[src/rtl/pmc_pkg.sv]
package pmc_pkg;

    typedef enum logic [1:0] {
        PM_RUN   = 2'b00,
        PM_IDLE  = 2'b01,
        PM_SLEEP = 2'b10
    } pm_mode_e;

    typedef enum logic [1:0] {
        PC_MICRO = 2'b00,
        PC_LOW   = 2'b01,
        PC_HIGH  = 2'b10
    } pm_class_e;

    typedef struct packed {
        logic     go;
        pm_mode_e dest;
    } pm_move_t;

    typedef struct packed {
        logic      cpu_clk;
        logic      sys_clk;
        logic      core_pwr;
        pm_class_e pclass;
    } pm_drive_t;

    function automatic pm_class_e class_of(input pm_mode_e m);
        case (m)
            PM_RUN:  return PC_HIGH;
            PM_IDLE: return PC_LOW;
            default: return PC_MICRO;
        endcase
    endfunction

endpackage

[src/rtl/pmc_arbiter.sv]
module pmc_arbiter
    import pmc_pkg::*;
#(
    parameter int IRQ_W = 8
) (
    input  pm_mode_e           cur,
    input  logic               busy,
    input  pm_mode_e           tgt,
    input  logic               req_idle,
    input  logic               req_sleep,
    input  logic [IRQ_W-1:0]   irq,
    input  logic [IRQ_W-1:0]   irq_en,
    input  logic               wake,
    input  logic               pfault,
    output pm_move_t           move
);

    logic irq_hit;

    assign irq_hit = |(irq & irq_en);

    always_comb begin
        move.go   = 1'b0;
        move.dest = PM_RUN;
        if (busy) begin
            if (pfault && tgt != PM_SLEEP) begin
                move.go   = 1'b1;
                move.dest = PM_SLEEP;
            end
        end else begin
            case (cur)
                PM_RUN: begin
                    if (pfault || req_sleep) begin
                        move.go   = 1'b1;
                        move.dest = PM_SLEEP;
                    end else if (req_idle) begin
                        move.go   = 1'b1;
                        move.dest = PM_IDLE;
                    end
                end
                PM_IDLE: begin
                    if (pfault) begin
                        move.go   = 1'b1;
                        move.dest = PM_SLEEP;
                    end else if (irq_hit) begin
                        move.go   = 1'b1;
                        move.dest = PM_RUN;
                    end else if (req_sleep) begin
                        move.go   = 1'b1;
                        move.dest = PM_SLEEP;
                    end
                end
                default: begin
                    if (wake && !pfault) begin
                        move.go   = 1'b1;
                        move.dest = PM_RUN;
                    end
                end
            endcase
        end
    end

endmodule

[src/rtl/pmc_timer.sv]
module pmc_timer #(
    parameter int CW = 8
) (
    input  logic          clk,
    input  logic          rst,
    input  logic          load,
    input  logic [CW-1:0] load_val,
    output logic          expire
);

    logic [CW-1:0] cnt_q;

    always_ff @(posedge clk) begin
        if (rst) begin
            cnt_q <= '0;
        end else if (load) begin
            cnt_q <= load_val;
        end else if (cnt_q != '0) begin
            cnt_q <= cnt_q - 1'b1;
        end
    end

    assign expire = (cnt_q == {{(CW-1){1'b0}}, 1'b1});

    AST_LOAD_TAKES: assert property (@(posedge clk) disable iff (rst)
        load |=> cnt_q == $past(load_val));

    AST_COUNT_DOWN: assert property (@(posedge clk) disable iff (rst)
        (!load && cnt_q != '0) |=> cnt_q == $past(cnt_q) - 1'b1);

endmodule

[src/rtl/pmc_outdec.sv]
module pmc_outdec
    import pmc_pkg::*;
(
    input  pm_mode_e  cur,
    input  logic      busy,
    input  pm_mode_e  tgt,
    output pm_drive_t drv
);

    always_comb begin
        drv.cpu_clk  = (cur == PM_RUN);
        drv.sys_clk  = (cur != PM_SLEEP);
        drv.core_pwr = (cur != PM_SLEEP) || (busy && tgt == PM_RUN);
        drv.pclass   = class_of(cur);
    end

endmodule

[src/rtl/pwr_mode_ctrl.sv]
module pwr_mode_ctrl
    import pmc_pkg::*;
#(
    parameter int IRQ_W        = 8,
    parameter int LAT_RUN_IDLE = 10,
    parameter int LAT_IDLE_RUN = 10,
    parameter int LAT_SLEEP_IN = 90,
    parameter int LAT_WAKE     = 1600
) (
    input  logic             clk,
    input  logic             rst,
    input  logic             req_idle,
    input  logic             req_sleep,
    input  logic [IRQ_W-1:0] irq,
    input  logic [IRQ_W-1:0] irq_en,
    input  logic             wake,
    input  logic             pfault,
    output logic             cpu_clk_en,
    output logic             sys_clk_en,
    output logic             core_pwr_en,
    output logic [1:0]       mode,
    output logic [1:0]       pwr_class,
    output logic             busy
);

    localparam int LAT_MAX_A = (LAT_RUN_IDLE > LAT_IDLE_RUN) ? LAT_RUN_IDLE : LAT_IDLE_RUN;
    localparam int LAT_MAX_B = (LAT_SLEEP_IN > LAT_WAKE) ? LAT_SLEEP_IN : LAT_WAKE;
    localparam int LAT_MAX   = (LAT_MAX_A > LAT_MAX_B) ? LAT_MAX_A : LAT_MAX_B;
    localparam int CW        = $clog2(LAT_MAX + 1);

    localparam logic [CW-1:0] L_RI = CW'(LAT_RUN_IDLE);
    localparam logic [CW-1:0] L_IR = CW'(LAT_IDLE_RUN);
    localparam logic [CW-1:0] L_SI = CW'(LAT_SLEEP_IN);
    localparam logic [CW-1:0] L_WK = CW'(LAT_WAKE);

    pm_mode_e      mode_q;
    pm_mode_e      tgt_q;
    logic          busy_q;
    pm_move_t      move;
    logic [CW-1:0] lat_val;
    logic          expire;
    pm_drive_t     drv;

    pmc_arbiter #(.IRQ_W(IRQ_W)) u_arb (
        .cur       (mode_q),
        .busy      (busy_q),
        .tgt       (tgt_q),
        .req_idle  (req_idle),
        .req_sleep (req_sleep),
        .irq       (irq),
        .irq_en    (irq_en),
        .wake      (wake),
        .pfault    (pfault),
        .move      (move)
    );

    always_comb begin
        case (move.dest)
            PM_IDLE:  lat_val = L_RI;
            PM_SLEEP: lat_val = L_SI;
            default:  lat_val = (mode_q == PM_IDLE) ? L_IR : L_WK;
        endcase
    end

    pmc_timer #(.CW(CW)) u_tmr (
        .clk      (clk),
        .rst      (rst),
        .load     (move.go),
        .load_val (lat_val),
        .expire   (expire)
    );

    always_ff @(posedge clk) begin
        if (rst) begin
            mode_q <= PM_RUN;
            tgt_q  <= PM_RUN;
            busy_q <= 1'b0;
        end else if (move.go) begin
            tgt_q  <= move.dest;
            busy_q <= 1'b1;
        end else if (busy_q && expire) begin
            mode_q <= tgt_q;
            busy_q <= 1'b0;
        end
    end

    pmc_outdec u_dec (
        .cur  (mode_q),
        .busy (busy_q),
        .tgt  (tgt_q),
        .drv  (drv)
    );

    assign cpu_clk_en  = drv.cpu_clk;
    assign sys_clk_en  = drv.sys_clk;
    assign core_pwr_en = drv.core_pwr;
    assign pwr_class   = drv.pclass;
    assign mode        = mode_q;
    assign busy        = busy_q;

    AST_MODE_LEGAL: assert property (@(posedge clk) disable iff (rst)
        mode != 2'b11);

    AST_MODE_MOVES_ON_DONE: assert property (@(posedge clk) disable iff (rst)
        !$stable(mode_q) |-> ($past(busy_q) && !busy_q));

    AST_FAULT_HEADS_DOWN: assert property (@(posedge clk) disable iff (rst)
        pfault |=> ((busy_q && tgt_q == PM_SLEEP) || (mode_q == PM_SLEEP && !busy_q)));

    AST_SLEEP_NEEDS_WAKE: assert property (@(posedge clk) disable iff (rst)
        (mode_q == PM_SLEEP && !busy_q && !wake) |=> !busy_q);

    AST_SLEEP_CLOCKS_OFF: assert property (@(posedge clk) disable iff (rst)
        (mode_q == PM_SLEEP) |-> (!cpu_clk_en && !sys_clk_en));

    AST_BUSY_HELD: assert property (@(posedge clk) disable iff (rst)
        (busy_q && !expire) |=> busy_q);

endmodule

[config.mk]
export PLATFORM = sky130hd
export DESIGN_NAME = pwr_mode_ctrl
export DESIGN_NICKNAME = d
export VERILOG_FILES = /design/src/rtl/pmc_pkg.sv /design/src/rtl/pmc_arbiter.sv /design/src/rtl/pmc_timer.sv /design/src/rtl/pmc_outdec.sv /design/src/rtl/pwr_mode_ctrl.sv
export SDC_FILE = /design/constraint.sdc
export NUM_CORES = 1
export LEC_CHECK = 0
export ABC_AREA = 1
export ABC_CLOCK_PERIOD_IN_PS = 2300
export CORE_ASPECT_RATIO = 0.8
export CORE_MARGIN = 2
export CORE_UTILIZATION = 35
export CTS_BUF_LIST = sky130_fd_sc_hd__clkbuf_4 sky130_fd_sc_hd__clkbuf_8 sky130_fd_sc_hd__clkbuf_16
export CTS_CLUSTER_DIAMETER = 60
export CTS_CLUSTER_SIZE = 20
export DETAILED_ROUTE_END_ITERATION = 7
export PLACE_DENSITY_LB_ADDON = 0.1
export SYNTH_ARGS = -nofsm -noshare
export SYNTH_HDL_FRONTEND = slang
export SYNTH_SLANG_ARGS = --single-unit
[constraint.sdc]
create_clock -name clk -period 2.3 [get_ports clk]
set_clock_uncertainty 0.1 [all_clocks]
set_input_delay 0.345 -clock clk [delete_from_list [all_inputs] [get_ports clk]]
set_output_delay 0.345 -clock clk [all_outputs]
set_load 0.01 [all_outputs]
==> impl_metrics.py <==
metrics = {
    "timing": {
        "setup_tns_ns": 0,
        "slew_headroom": 0.770,
        "period_minus_slack_ns": 2.18,
        "fin_ws_ns": 0.120,
        "finalCritPeriodShare": 0.948,
        "hold_violations": 0,
        "maxSlewViolCount": 0,
        "finalSetupViolations": 0,
        "worstMarginPinSlew_ns": 0.342,
        "fmax_mhz": 459,
        "rsz0062_at_grt": "false",
    },
    "synthesis": {
        "synthTopCellsByArea": "dfxtp_1 29%, nand2_1 16%, nor2_1 7.9%",
        "syn-num-nets": 194,
        "ys_warn_count": 0,
        "synthCells": 169,
        "ys_seq_elements": 16,
        "yosysSeqAreaShare": 0.292,
        "netlist_area_mm2": 0.00110,
        "synth.largest_area_cell": "dfxtp_1",
        "ys_types": 29,
        "syn_avg_cell_area_um2": 6.49,
        "synth_top_area_frac": 0.292,
    },
    "global_routing": {
        "overflow": 0,
        "grt_usage": 0.165,
        "grt_max_degree": 14,
        "grt_pass1_wl_um": 4410,
        "antenna_found_initial": 0,
        "grt_pass1_vias": 999,
    },
    "clock_tree": {
        "cts_sinks": 16,
        "cts-root-buf": "clkbuf_8",
        "cts_buffers": 3,
        "htreeDepth": 1,
        "clock_latency_ns": 0.25,
        "cts_tree": "done",
        "cts-resized-gates": 0,
        "post_cts_buffers": 0,
        "clk_path_buf_depth": 2,
        "postCtsHoldBufs": 0,
        "cts.clk_slew.worst_paths_ns": 0.06,
    },
    "worst_setup_path": {
        "cpPeakStageDelay_ns": 0.60,
        "path_max_fanout": 7,
        "slowest_stage": "clkdlybuf4s50_1",
        "crit_chain": "inv_1 > o311ai_0 > clkdlybuf4s50_1",
        "critPathTopFamily": "buffers and inverters",
        "rr_startpoint": "busy$_SDFFE_PP0P_",
        "path_buf_inv": 2,
        "reg2reg_to": "u_tmr.cnt_q[1]$_SDFFE_PP0P_",
        "reg2reg_depth": 10,
        "worst_ep_required_time_ns": 1.86,
        "cp.arrival_ns": 1.74,
        "r2r_setup_slack_ns": 0.32,
        "cp-start-kind": "flip-flop",
        "worst-setup-path-type": "reg2out",
        "end_kind": "primary output",
    },
    "route": {
        "wirelength_um": 2580,
        "vias": 1099,
        "first_pass_iters": 4,
        "wl_per_cell_um": 10.7,
        "antenna_left": 0,
        "drc_errors": 0,
        "via_per_inst": 4.56,
        "drt_iter0_drc": 55,
    },
    "layout": {
        "layout_commonest_cell": "nand2_1",
        "drive_above_1_share": 0.109,
        "n_antenna_cell": 0,
        "seqCellArea_um2": 320,
        "syn_to_final_growth_pct": 34.7,
        "nets": 227,
        "final_cells": 241,
        "multiInputGateArea_um2": 667,
        "finalInstanceArea_mm2": 0.00148,
        "fillers": 305,
        "final_cell_mix": "46 x nand2_1, 29 x clkdlybuf4s50_1, 23 x nor2_1, 21 x inv_1, 16 x dfxtp_1",
    },
    "die": {
        "pin_count": 30,
        "fp.coreArea_mm2": 0.00304,
        "start_util": 0.360,
        "num_rows": 18,
        "fp.dieH_um": 54.1,
        "dieArea_mm2": 0.00360,
        "die_x_um": 66.6,
    },
    "pwr": {
        "total_power_mw": 0.948,
        "power_density_mw_per_mm2": 642,
        "p_leak_nw": 0.692,
        "irDropWorstVdd_mv": 0.305,
    },
    "place": {
        "io_buffer_count": 29,
        "globalplace.congestion": 0.794,
        "place_inst": 237,
        "dpl.hpwl_um": 2160,
        "postPlaceCellArea_mm2": 0.00142,
        "place_ws_ns": 0.0190,
    },
    "worst_hold_path": {
        "hold_class": "reg2reg",
        "min_to": "tgt_q[0]$_SDFFE_PP0N_",
        "holdCritStartpoint": "tgt_q[0]$_SDFFE_PP0N_",
        "hold_depth": 2,
    },
    "run": {
        "drv_cap": 0,
    },
    "run_status": {
        "status": "finished clean",
    },
}
-- cells by family after synthesis --
group           share of synthesized area
simple gates                        0.454
compound gates                     0.0799
xor+xnor                           0.0400
buf+inv                            0.0993
flops                               0.292
fa+ha+maj                          0.0343
-- worst max-delay path by stage --
stage / cells after the start / end / from
after floorplan: 10 / u_tmr.cnt_q[1]$_SDFFE_PP0P_ / busy$_SDFFE_PP0P_
after global placement: 14 / u_tmr.cnt_q[9]$_SDFFE_PP0P_ / irq[1]
after detailed placement: 14 / u_tmr.cnt_q[6]$_SDFFE_PP0P_ / irq[2]
after CTS: 3 / core_pwr_en / busy$_SDFFE_PP0P_
after global routing: 3 / core_pwr_en / busy$_SDFFE_PP0P_
final: 3 / core_pwr_en / busy$_SDFFE_PP0P_
-- synth_stat cells (all sizes together) --
| cell type | instances |
|---|---|
| nand3 | 12 |
| nor2 | 28 |
| buf | 2 |
| xor2 | 3 |
| and3 | 1 |
| nor4 | 1 |
| nor3 | 4 |
| dfxtp | 16 |
| o311ai | 1 |
| or2 | 3 |
| inv | 23 |
| a21oi | 8 |
| xnor2 | 2 |
| ha | 3 |
| o21ai | 7 |
| nand3b | 2 |
| nand2 | 52 |
| nand4 | 1 |
-- worst register-to-register path: stages (launching register included) --
cell and delay, ns:
dfxtp_1 0.41, inv_1 0.17, a21oi_1 0.19, inv_1 0.07, and3_1 0.18, ha_1 0.28
o21ai_0 0.09, inv_1 0.07, nand3_1 0.14, nand2_1 0.12, a21oi_2 0.05
-- state kept, by name, indices dropped and copies added (netlist names) --
signal       count
mode             2
tgt_q            2
u_tmr.cnt_q     11
busy             1
-- report_power, final --
group          switching [mW]  total [mW]  internal (mW)
Sequential             0.0257       0.333          0.308
Combinational           0.204       0.359          0.155
Clock                   0.103       0.255          0.152
Total                   0.333       0.948          0.615
-- through the flow --
step,util,hold WS [ns]
2_1_floorplan,-,0.307
3_5_place_dp,0.467,0.392
6_report,0.486,0.399
5_1_grt,0.486,0.433
3_3_place_gp,0.467,0.385
4_1_cts,0.486,0.403
-- layout make-up --
type / instances / share of cell area
Clock buffer: 4 / 0.0373
Inverter: 23 / 0.0585
Multi-Input combinational cell: 128 / 0.452
Sequential cell: 16 / 0.217
Tap cell: 40 / 0.0339
Timing Repair Buffer: 30 / 0.202
-- metal layers --
layer / up-vias / track usage / part of all wire
li1: 595 / - / -
met1: 483 / 0.225 / 0.52
met2: 19 / 0.257 / 0.43
met3: 2 / 0.0439 / 0.041
met4: 0 / 0.0476 / 0.0062
met5: - / 0 / 0
(Power assumes the default switching activity.)
